## src/rtl/psa_pkg.sv

```systemverilog
package psa_pkg;
  typedef enum logic [1:0] {
    ST_IDLE = 2'd0,
    ST_RUN  = 2'd1,
    ST_RED  = 2'd2
  } psa_state_e;
endpackage

```

## src/rtl/psa_add_pipe.sv

```systemverilog
// Integer adder followed by LAT register stages; each sum carries its slot tag.
module psa_add_pipe #(
  parameter int W     = 32,
  parameter int LAT   = 11,
  parameter int TAG_W = 4
) (
  input  logic             clk,
  input  logic             rst_n,
  input  logic             in_v,
  input  logic [W-1:0]     a,
  input  logic [W-1:0]     b,
  input  logic [TAG_W-1:0] in_tag,
  output logic             out_v,
  output logic [W-1:0]     out_sum,
  output logic [TAG_W-1:0] out_tag,
  output logic             busy
);
  logic [LAT-1:0]   v_q;
  logic [W-1:0]     s_q [LAT];
  logic [TAG_W-1:0] t_q [LAT];

  always_ff @(posedge clk or negedge rst_n) begin
    if (!rst_n) begin
      v_q <= '0;
      for (int k = 0; k < LAT; k++) begin
        s_q[k] <= '0;
        t_q[k] <= '0;
      end
    end else begin
      v_q[0] <= in_v;
      s_q[0] <= a + b;
      t_q[0] <= in_tag;
      for (int k = 1; k < LAT; k++) begin
        v_q[k] <= v_q[k-1];
        s_q[k] <= s_q[k-1];
        t_q[k] <= t_q[k-1];
      end
    end
  end

  assign out_v   = v_q[LAT-1];
  assign out_sum = s_q[LAT-1];
  assign out_tag = t_q[LAT-1];
  assign busy    = |v_q;
endmodule

```

## src/rtl/psa_ring.sv

```systemverilog
// Bank of D partial sums with a rotating read pointer and tagged write-back.
module psa_ring #(
  parameter int W     = 32,
  parameter int D     = 12,
  parameter int IDX_W = 4
) (
  input  logic             clk,
  input  logic             rst_n,
  input  logic             clr,
  input  logic             rd_en,
  output logic [IDX_W-1:0] rd_idx,
  output logic [W-1:0]     rd_data,
  input  logic             wr_en,
  input  logic [IDX_W-1:0] wr_idx,
  input  logic [W-1:0]     wr_data,
  output logic [D*W-1:0]   slots_flat
);
  logic [IDX_W-1:0] ptr_q;

  always_ff @(posedge clk or negedge rst_n) begin
    if (!rst_n)      ptr_q <= '0;
    else if (clr)    ptr_q <= '0;
    else if (rd_en)  ptr_q <= (ptr_q == IDX_W'(D - 1)) ? '0 : ptr_q + 1'b1;
  end

  for (genvar g = 0; g < D; g++) begin : g_slot
    logic [W-1:0] q;
    always_ff @(posedge clk or negedge rst_n) begin
      if (!rst_n)                             q <= '0;
      else if (clr)                           q <= '0;
      else if (wr_en && wr_idx == IDX_W'(g))  q <= wr_data;
    end
    assign slots_flat[g*W +: W] = q;
  end

  assign rd_idx  = ptr_q;
  assign rd_data = slots_flat[ptr_q*W +: W];

  AST_SLOT_FREE: assert property (@(posedge clk) disable iff (!rst_n)
    (wr_en && rd_en) |-> (wr_idx != ptr_q));
endmodule

```

## src/rtl/psa_reduce.sv

```systemverilog
// Registered binary tree over D partial sums; heap indexed, leaves zero padded.
module psa_reduce #(
  parameter int W = 32,
  parameter int D = 12
) (
  input  logic           clk,
  input  logic           rst_n,
  input  logic           go,
  input  logic [D*W-1:0] leaves,
  output logic           done,
  output logic [W-1:0]   result
);
  localparam int LVL    = $clog2(D);
  localparam int LEAVES = 1 << LVL;
  localparam int NODES  = 2 * LEAVES;

  logic [LEAVES*W-1:0] pad;
  logic [W-1:0]        node [1:NODES-1];
  logic [LVL+1:1]      ld_q;
  logic [LVL+1:0]      ld_all;

  assign pad    = (LEAVES*W)'(leaves);
  assign ld_all = {ld_q, go};

  always_ff @(posedge clk or negedge rst_n) begin
    if (!rst_n) begin
      ld_q <= '0;
      for (int i = 1; i < NODES; i++) node[i] <= '0;
    end else begin
      ld_q <= ld_all[LVL:0];
      for (int i = 1; i < NODES; i++) begin
        if (i >= LEAVES) begin
          if (ld_all[0]) node[i] <= pad[(i-LEAVES)*W +: W];
        end else if (ld_all[LVL - ($clog2(i+1) - 1)]) begin
          node[i] <= node[2*i] + node[2*i+1];
        end
      end
    end
  end

  assign done   = ld_q[LVL+1];
  assign result = node[1];

  AST_DONE_PULSE: assert property (@(posedge clk) disable iff (!rst_n)
    done |=> !done);
endmodule

```

## src/rtl/psa_accum.sv

```systemverilog
module psa_accum
  import psa_pkg::*;
#(
  parameter int DATA_W  = 16,
  parameter int ACC_W   = 32,
  parameter int DEPTH   = 12,
  parameter int ADD_LAT = 11,
  parameter int CNT_W   = 16
) (
  input  logic              clk,
  input  logic              rst_n,
  input  logic              start,
  input  logic [CNT_W-1:0]  count,
  input  logic              in_valid,
  output logic              in_ready,
  input  logic [DATA_W-1:0] in_data,
  output logic              done,
  output logic [ACC_W-1:0]  result
);
  localparam int IDX_W = $clog2(DEPTH);

  psa_state_e       state_q;
  logic [CNT_W-1:0] rem_q;
  logic             accept, clr, go, pipe_busy;
  logic [IDX_W-1:0] rd_idx, wr_idx;
  logic [ACC_W-1:0] rd_data, wr_data;
  logic             wr_en;
  logic [DEPTH*ACC_W-1:0] slots;

  assign in_ready = (state_q == ST_RUN) && (rem_q != '0);
  assign accept   = in_valid && in_ready;
  assign clr      = (state_q == ST_IDLE) && start;
  assign go       = (state_q == ST_RUN) && (rem_q == '0) && !pipe_busy;

  always_ff @(posedge clk or negedge rst_n) begin
    if (!rst_n) begin
      state_q <= ST_IDLE;
      rem_q   <= '0;
    end else begin
      unique case (state_q)
        ST_IDLE: if (start) begin
          state_q <= ST_RUN;
          rem_q   <= count;
        end
        ST_RUN: begin
          if (accept) rem_q <= rem_q - 1'b1;
          if (go)     state_q <= ST_RED;
        end
        ST_RED:  if (done) state_q <= ST_IDLE;
        default: state_q <= ST_IDLE;
      endcase
    end
  end

  psa_ring #(.W(ACC_W), .D(DEPTH), .IDX_W(IDX_W)) u_ring (
    .clk(clk), .rst_n(rst_n), .clr(clr),
    .rd_en(accept), .rd_idx(rd_idx), .rd_data(rd_data),
    .wr_en(wr_en), .wr_idx(wr_idx), .wr_data(wr_data),
    .slots_flat(slots)
  );

  psa_add_pipe #(.W(ACC_W), .LAT(ADD_LAT), .TAG_W(IDX_W)) u_add (
    .clk(clk), .rst_n(rst_n), .in_v(accept),
    .a(rd_data), .b(ACC_W'(in_data)), .in_tag(rd_idx),
    .out_v(wr_en), .out_sum(wr_data), .out_tag(wr_idx), .busy(pipe_busy)
  );

  psa_reduce #(.W(ACC_W), .D(DEPTH)) u_red (
    .clk(clk), .rst_n(rst_n), .go(go), .leaves(slots),
    .done(done), .result(result)
  );

  AST_IDLE_EMPTY: assert property (@(posedge clk) disable iff (!rst_n)
    (state_q == ST_IDLE) |-> !pipe_busy);
  AST_QUIET_IN_RUN: assert property (@(posedge clk) disable iff (!rst_n)
    (state_q == ST_RUN) |-> !done);
  AST_RESULT_HOLD: assert property (@(posedge clk) disable iff (!rst_n)
    (state_q == ST_RUN) |=> $stable(result));
endmodule

```

## config.mk

```make
export PLATFORM = sky130hd
export DESIGN_NAME = psa_accum
export DESIGN_NICKNAME = d
export VERILOG_FILES = /design/src/rtl/psa_pkg.sv /design/src/rtl/psa_add_pipe.sv /design/src/rtl/psa_ring.sv /design/src/rtl/psa_reduce.sv /design/src/rtl/psa_accum.sv
export SDC_FILE = /design/constraint.sdc
export NUM_CORES = 2
export LEC_CHECK = 0
export BUFFER_PORTS_ARGS = -buffer_cell sky130_fd_sc_hd__buf_2
export CORE_MARGIN = 2
export CORE_UTILIZATION = 60
export DETAILED_ROUTE_END_ITERATION = 10
export GPL_ROUTABILITY_DRIVEN = 0
export PLACE_DENSITY = 0.73
export SLEW_MARGIN = 10
export SYNTH_ARGS = -nofsm -noshare
export SYNTH_HDL_FRONTEND = slang
export SYNTH_SLANG_ARGS = --single-unit
```

## constraint.sdc

```tcl
create_clock -name clk -period 6.5 [get_ports clk]
set_input_delay 0.65 -clock clk [delete_from_list [all_inputs] [get_ports clk]]
set_output_delay 0.65 -clock clk [all_outputs]
set_load 0.1 [all_outputs]
```

After elaboration in Yosys (flattened, before gate mapping)
Index checks and enable logic that the tools add are counted.
Widths: inputs -> output; s select.

cells by class
  divide/modulo/power cells = 0
  add/sub/neg operators = 14
  magnitude comparators = 0
  reduce and logical (&&, ||, !) cells = 39
  mux-type cells = 34
  $mul = 0
  bitwise operators = 0
  equal/unequal tests = 18
  shifts and indexed selects = 1

operators with widths
  operator               count
  $mux 32                24
  $shiftx 384x10->32     1
  $add 32x32->32         11
  $add 32x16->32         1
  $mux 16                2
  $pmux 16 s2            1
  $reduce_bool 2->1      14
  $eq 4x4->1 const B     5
  $logic_and 1x1->1      17
  $eq 4x3->1 const B     4
  $logic_not 16->1       1
  $reduce_bool 16->1     1
  $sub 16x1->16 const B  1
  $mux 4                 3
  $reduce_or 11->1       1
  $eq 4x2->1 const B     2
  $mux 2                 3
  $pmux 2 s3             1
  $reduce_and 3->1       2
  $add 4x1->4 const B    1
  $eq 4x1->1 const B     1
  $logic_not 4->1        1
  $ne 2x1->1 const B     2
  $ne 2x2->1 const B     2
  4 further kinds        4

word-level totals
  memory bits (writable) = 0
  bits in latches = 0
  output and inout bits = 34
  logic and storage cells = 169
  memories = 0
  register bits = 1586
  memory bits (read-only) = 0
  input port bits = 36

Logic depth before layout (Yosys ltp)
  word-level depth = 5
  gate-level depth with buffers = 21
  depth with buffers taken out = 15

By module
Synthesis repeated with hierarchy kept, for this count alone.

second synthesis, totals
  cell total of the unflattened synthesis = 7179
  area, all modules = 79276.0 µm²

modules (own cells, without submodules)
  module        cells an instance  sequential area each (µm²)  times used  area each (µm²)
  psa_reduce    4241               19343.6                     1           46121.7
  psa_ring      2114               9709.3                      1           19805.2
  psa_add_pipe  687                10184.8                     1           12225.5
  psa_accum     137                450.4                       1           1123.6

Least setup slack after synthesis
OpenSTA, ideal clock, no wires.

  kind = register -> register
  from = register u_ring.ptr_q[0] (netlist: u_ring.rd_idx[0])
  to = register u_add.s_q[348] in the netlist's numbering
  cell stages (with the launch flop) = 22
  arrival time = 4.628 ns
  path buffers = 6
  clock period less this slack = 4.707 ns
  path slack = 1.793 ns
  setup time = 0.079 ns
  data required time = 6.421 ns
  cell sequence = dfrtp_1 buf_6 buf_4 buf_2 buf_4 buf_4 buf_2 mux4_2 mux2i_1 o22ai_1 ha_1 fa_1 a21oi_1 o21ai_0 a21oi_1 o21bai_1 a41o_1 o221ai_1 a21oi_1 and3_1 nand2_1 xor2_1

on the way
  word-level cells in the longest chain between the ends = 2

RTL lines
  what                            line                RTL
  start: declaration              psa_ring.sv:18      logic [IDX_W-1:0] ptr_q;
  start signal: assignment        psa_ring.sv:23      else if (rd_en) ptr_q <= (ptr_q == IDX_W'(D - 1)) ? '0 : ptr_q + 1'b1;
  $shiftx 384x10->32              psa_ring.sv:37      assign rd_data = slots_flat[ptr_q*W +: W];
  $add 32x16->32                  psa_add_pipe.sv:31  s_q[0] <= a + b;
  end signal: indexed assignment  psa_add_pipe.sv:35  s_q[k] <= s_q[k-1];
  end: declaration                psa_add_pipe.sv:19  logic [W-1:0] s_q [LAT];

No other way between the ends.
A chain may end at the register's enable or synchronous reset.

Final worst setup path
  from = register u_ring.ptr_q[0] (netlist: u_ring.rd_idx[0])
  to = register u_add.s_q[347] in the netlist's numbering

The elaborated chain is that of the path after synthesis.

==> metrics.yaml <==
global_routing:
  antenna_found_initial: 16
  grt_overflow: 0
  grt_pass1_vias: 53073
  grt_first_pass_wirelength_um: 322000
  grt_usage: 0.326
  grt_max_degree: 182
yosys:
  synth_area_mm2: 0.0762
  avgSynthCellArea_um2: 11.2
  synth_top_cell_area_share: 0.521
  async_reset_ff_frac: 1.00
  synth_edf_count: 0
  synth_top_cell_by_area: "dfrtp_1"
  ys.flop_type: "dfrtp_1"
  yosys.area_share.simple: 0.0924
  synth_top_family_by_area: "compound AO/OA/AOI/OAI gates"
  synth_compound_area_frac: 0.132
  synth_xor_area_frac: 0.0355
  ys_types: 99
  yosysSeqAreaShare: 0.521
  netlist_instances: 6808
  yosys-top-cells-area: "dfrtp_1, mux2_2, ha_1"
  ys_seq_elements: 1586
  syn-num-nets: 7215
  synth-adder-area-share: 0.0621
  synthMuxAreaShare: 0.128
  yosysWarnings: 0
sta:
  post-route-period-util: 0.773
  holdWs_ns: 0.109
  drv_slew: 0
  setup_tns_ns: 0
  timing.fmax_mhz: 199
  setup_viol: 0
  hold_viol: 0
  skew_ns: 0.0376
  final.min_clock_period_ns: 5.02
  rsz0062_at_grt: "no"
  max_slew_margin: 0.0699
  worst_slew_pin_slew_ns: 1.40
flow_run:
  max_cap_viol_count: 0
route:
  viasPerCell: 6.31
  first_pass_iters: 6
  drc: 0
  wl_per_cell_um: 24.6
  ant_nets: 0
  drt_iter0_markers: 6057
  routed_wl_um: 210000
  vias: 53890
pwr:
  p_sw_frac: 0.326
  p_int_mw: 20.3
  switchingPower_mw: 9.81
  p_leak_nw: 41.0
  combPwrFrac: 0.181
  share_seq_of_total_power: 0.497
  p_clk_frac: 0.322
  ir_worst_vdd_mv: 0.293
  pwr_density_cell_mw_per_mm2: 361
worst_setup_path:
  cp.arrival_ns: 5.73
  crit_slowest_cell: "dfrtp_4"
  r2r_end: "u_add.s_q[347]$_DFF_PN0_"
  crit_chain: "mux4_2 -> mux2i_1 -> o22ai_1 -> ha_1 -> a21o_1 -> a21oi_1 -> o21ai_0 -> a31oi_1 -> o211ai_1 -> a31oi_1 -> a21oi_1 -> and2_2 -> nor2b_1 -> xnor2_1"
  critPathMaxFanout: 38
  startpoint_type: "flip-flop"
  r2r_setup_slack_ns: 1.48
  max_stage_delay_ns: 1.03
  required_ns: 7.21
  crit_type: "flip-flop to flip-flop"
  endpoint_kind: "flip-flop"
  critical_path.top_delay_family: "compound AO/OA/AOI/OAI gates"
  r2r_start: "u_ring.rd_idx[0]$_DFFE_PN0P_"
  reg2regPathDepth: 14
  path_buf_inv: 0
cts:
  cts_root_buf: "clkbuf_16"
  cts_sinks: 1586
  worstSkewPairLatency_ns: 0.83
  cts_tree: "built"
  clock_path_buffers: 3
  hold_buffers: 1
  cts_setup_buffers: 0
  numCtsBuffers: 163
  cts_resized: 0
  clk_pin_slew_ns: 0.07
  htreeDepth: 4
die:
  die_area_mm2: 0.130
  die_height_um: 360
  ioPinCount: 70
  chipWidth_um: 360
  initial_core_util: 0.606
  fp-row-count: 130
  coreArea_mm2: 0.126
cells_and_area:
  nets: 7149
  drive_gt1_frac: 0.176
  syn_to_final_growth_pct: 9.44
  fin_util: 0.663
min_path:
  hold_path_depth: 3
  whs_endpoint: "state_q[0]$_DFFE_PN0P_"
  hold_path.class: "input port to flip-flop"
  min-delay-start: "start"
place:
  io_buffers: 69
  hpwlAfterDp_um: 147000
outcome:
  status: "finished, final reports clean"
-- cells in the final DEF (no fill, tap or decap), types with 40 or more instances in the layout --
cell type,n
clkbuf_16,164
mux2_2,646
nor3_1,70
nand3_1,60
nor2_1,241
nand2b_1,40
clkbuf_1,43
xor2_1,89
xnor2_1,220
buf_2,68
o21ai_0,170
mux2i_1,47
buf_4,43
nor2b_1,42
nand2_1,991
o21bai_1,66
a21oi_1,738
ha_1,359
o21a_1,74
a21o_1,209
mux4_2,88
o31ai_1,42
dfrtp_1,1579
inv_1,160
-- power by group through the flow --
stage | combinational (mW) | clock (mW) | sequential [mW]
6_report | 5.46 | 9.67 | 14.9
4_1_cts | 5.34 | 9.81 | 14.8
3_3_place_gp | 5.12 | 0 | 14.8
3_5_place_dp | 5.29 | 0 | 14.9
5_1_grt | 5.91 | 10.2 | 15.1
2_1_floorplan | 4.07 | 0 | 13.4
-- logic make-up after synthesis --
group                      Yosys count
DFF                               1586
muxes                              782
xor gates and xnor gates           309
AOI/OAI and AO/OA                 1608
and+or+nand+nor                   1632
adders and majority gates          371
buffers and inverters              520
-- sequential cells by signal, summed over array words and instances (netlist names) --
| name | flops |
|---|---|
| u_add.s_q | 320 |
| u_red.ld_q | 5 |
| u_add.v_q | 11 |
| u_ring.rd_idx | 4 |
| u_add.out_sum | 32 |
| u_red.result | 32 |
| rem_q | 16 |
| u_red.node | 736 |
| state_q | 2 |
| u_add.t_q | 40 |
| u_add.out_tag | 4 |
| u_ring.g_slot.q | 384 |
-- synthesized netlist by cell type (9+ instances only) --
cell and instances:
nand3b_1 16, a31o_2 12, mux2_2 646, o2111ai_1 16
o21bai_1 66, o31ai_1 42, buf_2 54, o21ai_1 12
o22ai_1 35, ha_1 359, nand3_1 62, a21oi_1 738
mux4_2 88, nor3_1 75, buf_4 36, nand2_1 996
buf_1 14, a211o_1 13, xnor2_1 220, o31a_1 9
a21o_1 209, o41ai_1 11, inv_1 160, o211ai_1 29
nor2b_1 43, o21ai_0 170, a31oi_1 31, or3_1 23
nand4_1 28, and3_1 30, a211oi_1 33, nand2b_1 41
nor3b_1 13, o21a_1 74, mux2i_1 47, clkbuf_1 249
xor2_1 89, and2_1 20, dfrtp_1 1586, nor4_1 11
nor2_1 245, fa_1 12
-- metal layers --
metal | global-route usage | vias to the layer above | part of all wire
met1 | 0.464 | 27051 | 0.42
met4 | 0.123 | 12 | 0.037
met5 | 0.00999 | - | 0.00062
met2 | 0.464 | 2443 | 0.42
li1 | - | 23922 | -
met3 | 0.107 | 462 | 0.12
-- cell type report --
type	instances	area, um2
flip-flops and latches	1586	39700
diodes	9	22.5
clock inverters	59	862
multi-input cells	4702	34400
clock buffers	242	4750
repair buffers	125	933
fillers	9326	42400
well taps	1650	2060
inverters	164	616
-- how the worst max path moves through the flow --
stage,startpoint,endpoint,slack (ns),depth (start not counted)
5_1_grt,u_ring.rd_idx[0]$_DFFE_PN0P_,u_add.s_q[347]$_DFF_PN0_,1.29,14
4_1_cts,u_ring.rd_idx[0]$_DFFE_PN0P_,u_add.s_q[346]$_DFF_PN0_,1.60,15
2_1_floorplan,u_ring.rd_idx[0]$_DFFE_PN0P_,u_add.s_q[348]$_DFF_PN0_,1.79,21
3_5_place_dp,u_ring.rd_idx[0]$_DFFE_PN0P_,u_add.s_q[347]$_DFF_PN0_,1.61,14
3_3_place_gp,u_ring.rd_idx[0]$_DFFE_PN0P_,u_add.s_q[347]$_DFF_PN0_,1.65,14
6_report,u_ring.rd_idx[0]$_DFFE_PN0P_,u_add.s_q[347]$_DFF_PN0_,1.48,14
-- through the flow --
stage                     cell area [um2]  setup WS (ns)  power (mW)  std cells
after floorplan                     76200           1.79        17.4       6808
after global placement              77700           1.65        20.0       8226
after detailed placement            77700           1.61        20.2       8226
after CTS                           83300           1.60        29.9       8528
after global routing                83300           1.29        31.3       8529
final                               83300           1.48        30.1       8537
-- worst register-to-register path, stage by stage (launching register included) --
cell	delay (ns)
dfrtp_4	1.03
mux4_2	0.61
mux2i_1	0.20
o22ai_1	0.16
ha_1	0.35
a21o_1	0.16
a21oi_1	0.25
o21ai_0	0.20
a31oi_1	0.49
o211ai_1	0.28
a31oi_1	0.42
a21oi_1	0.22
and2_2	0.28
nor2b_1	0.15
xnor2_1	0.12
(Power assumes the default switching activity.)
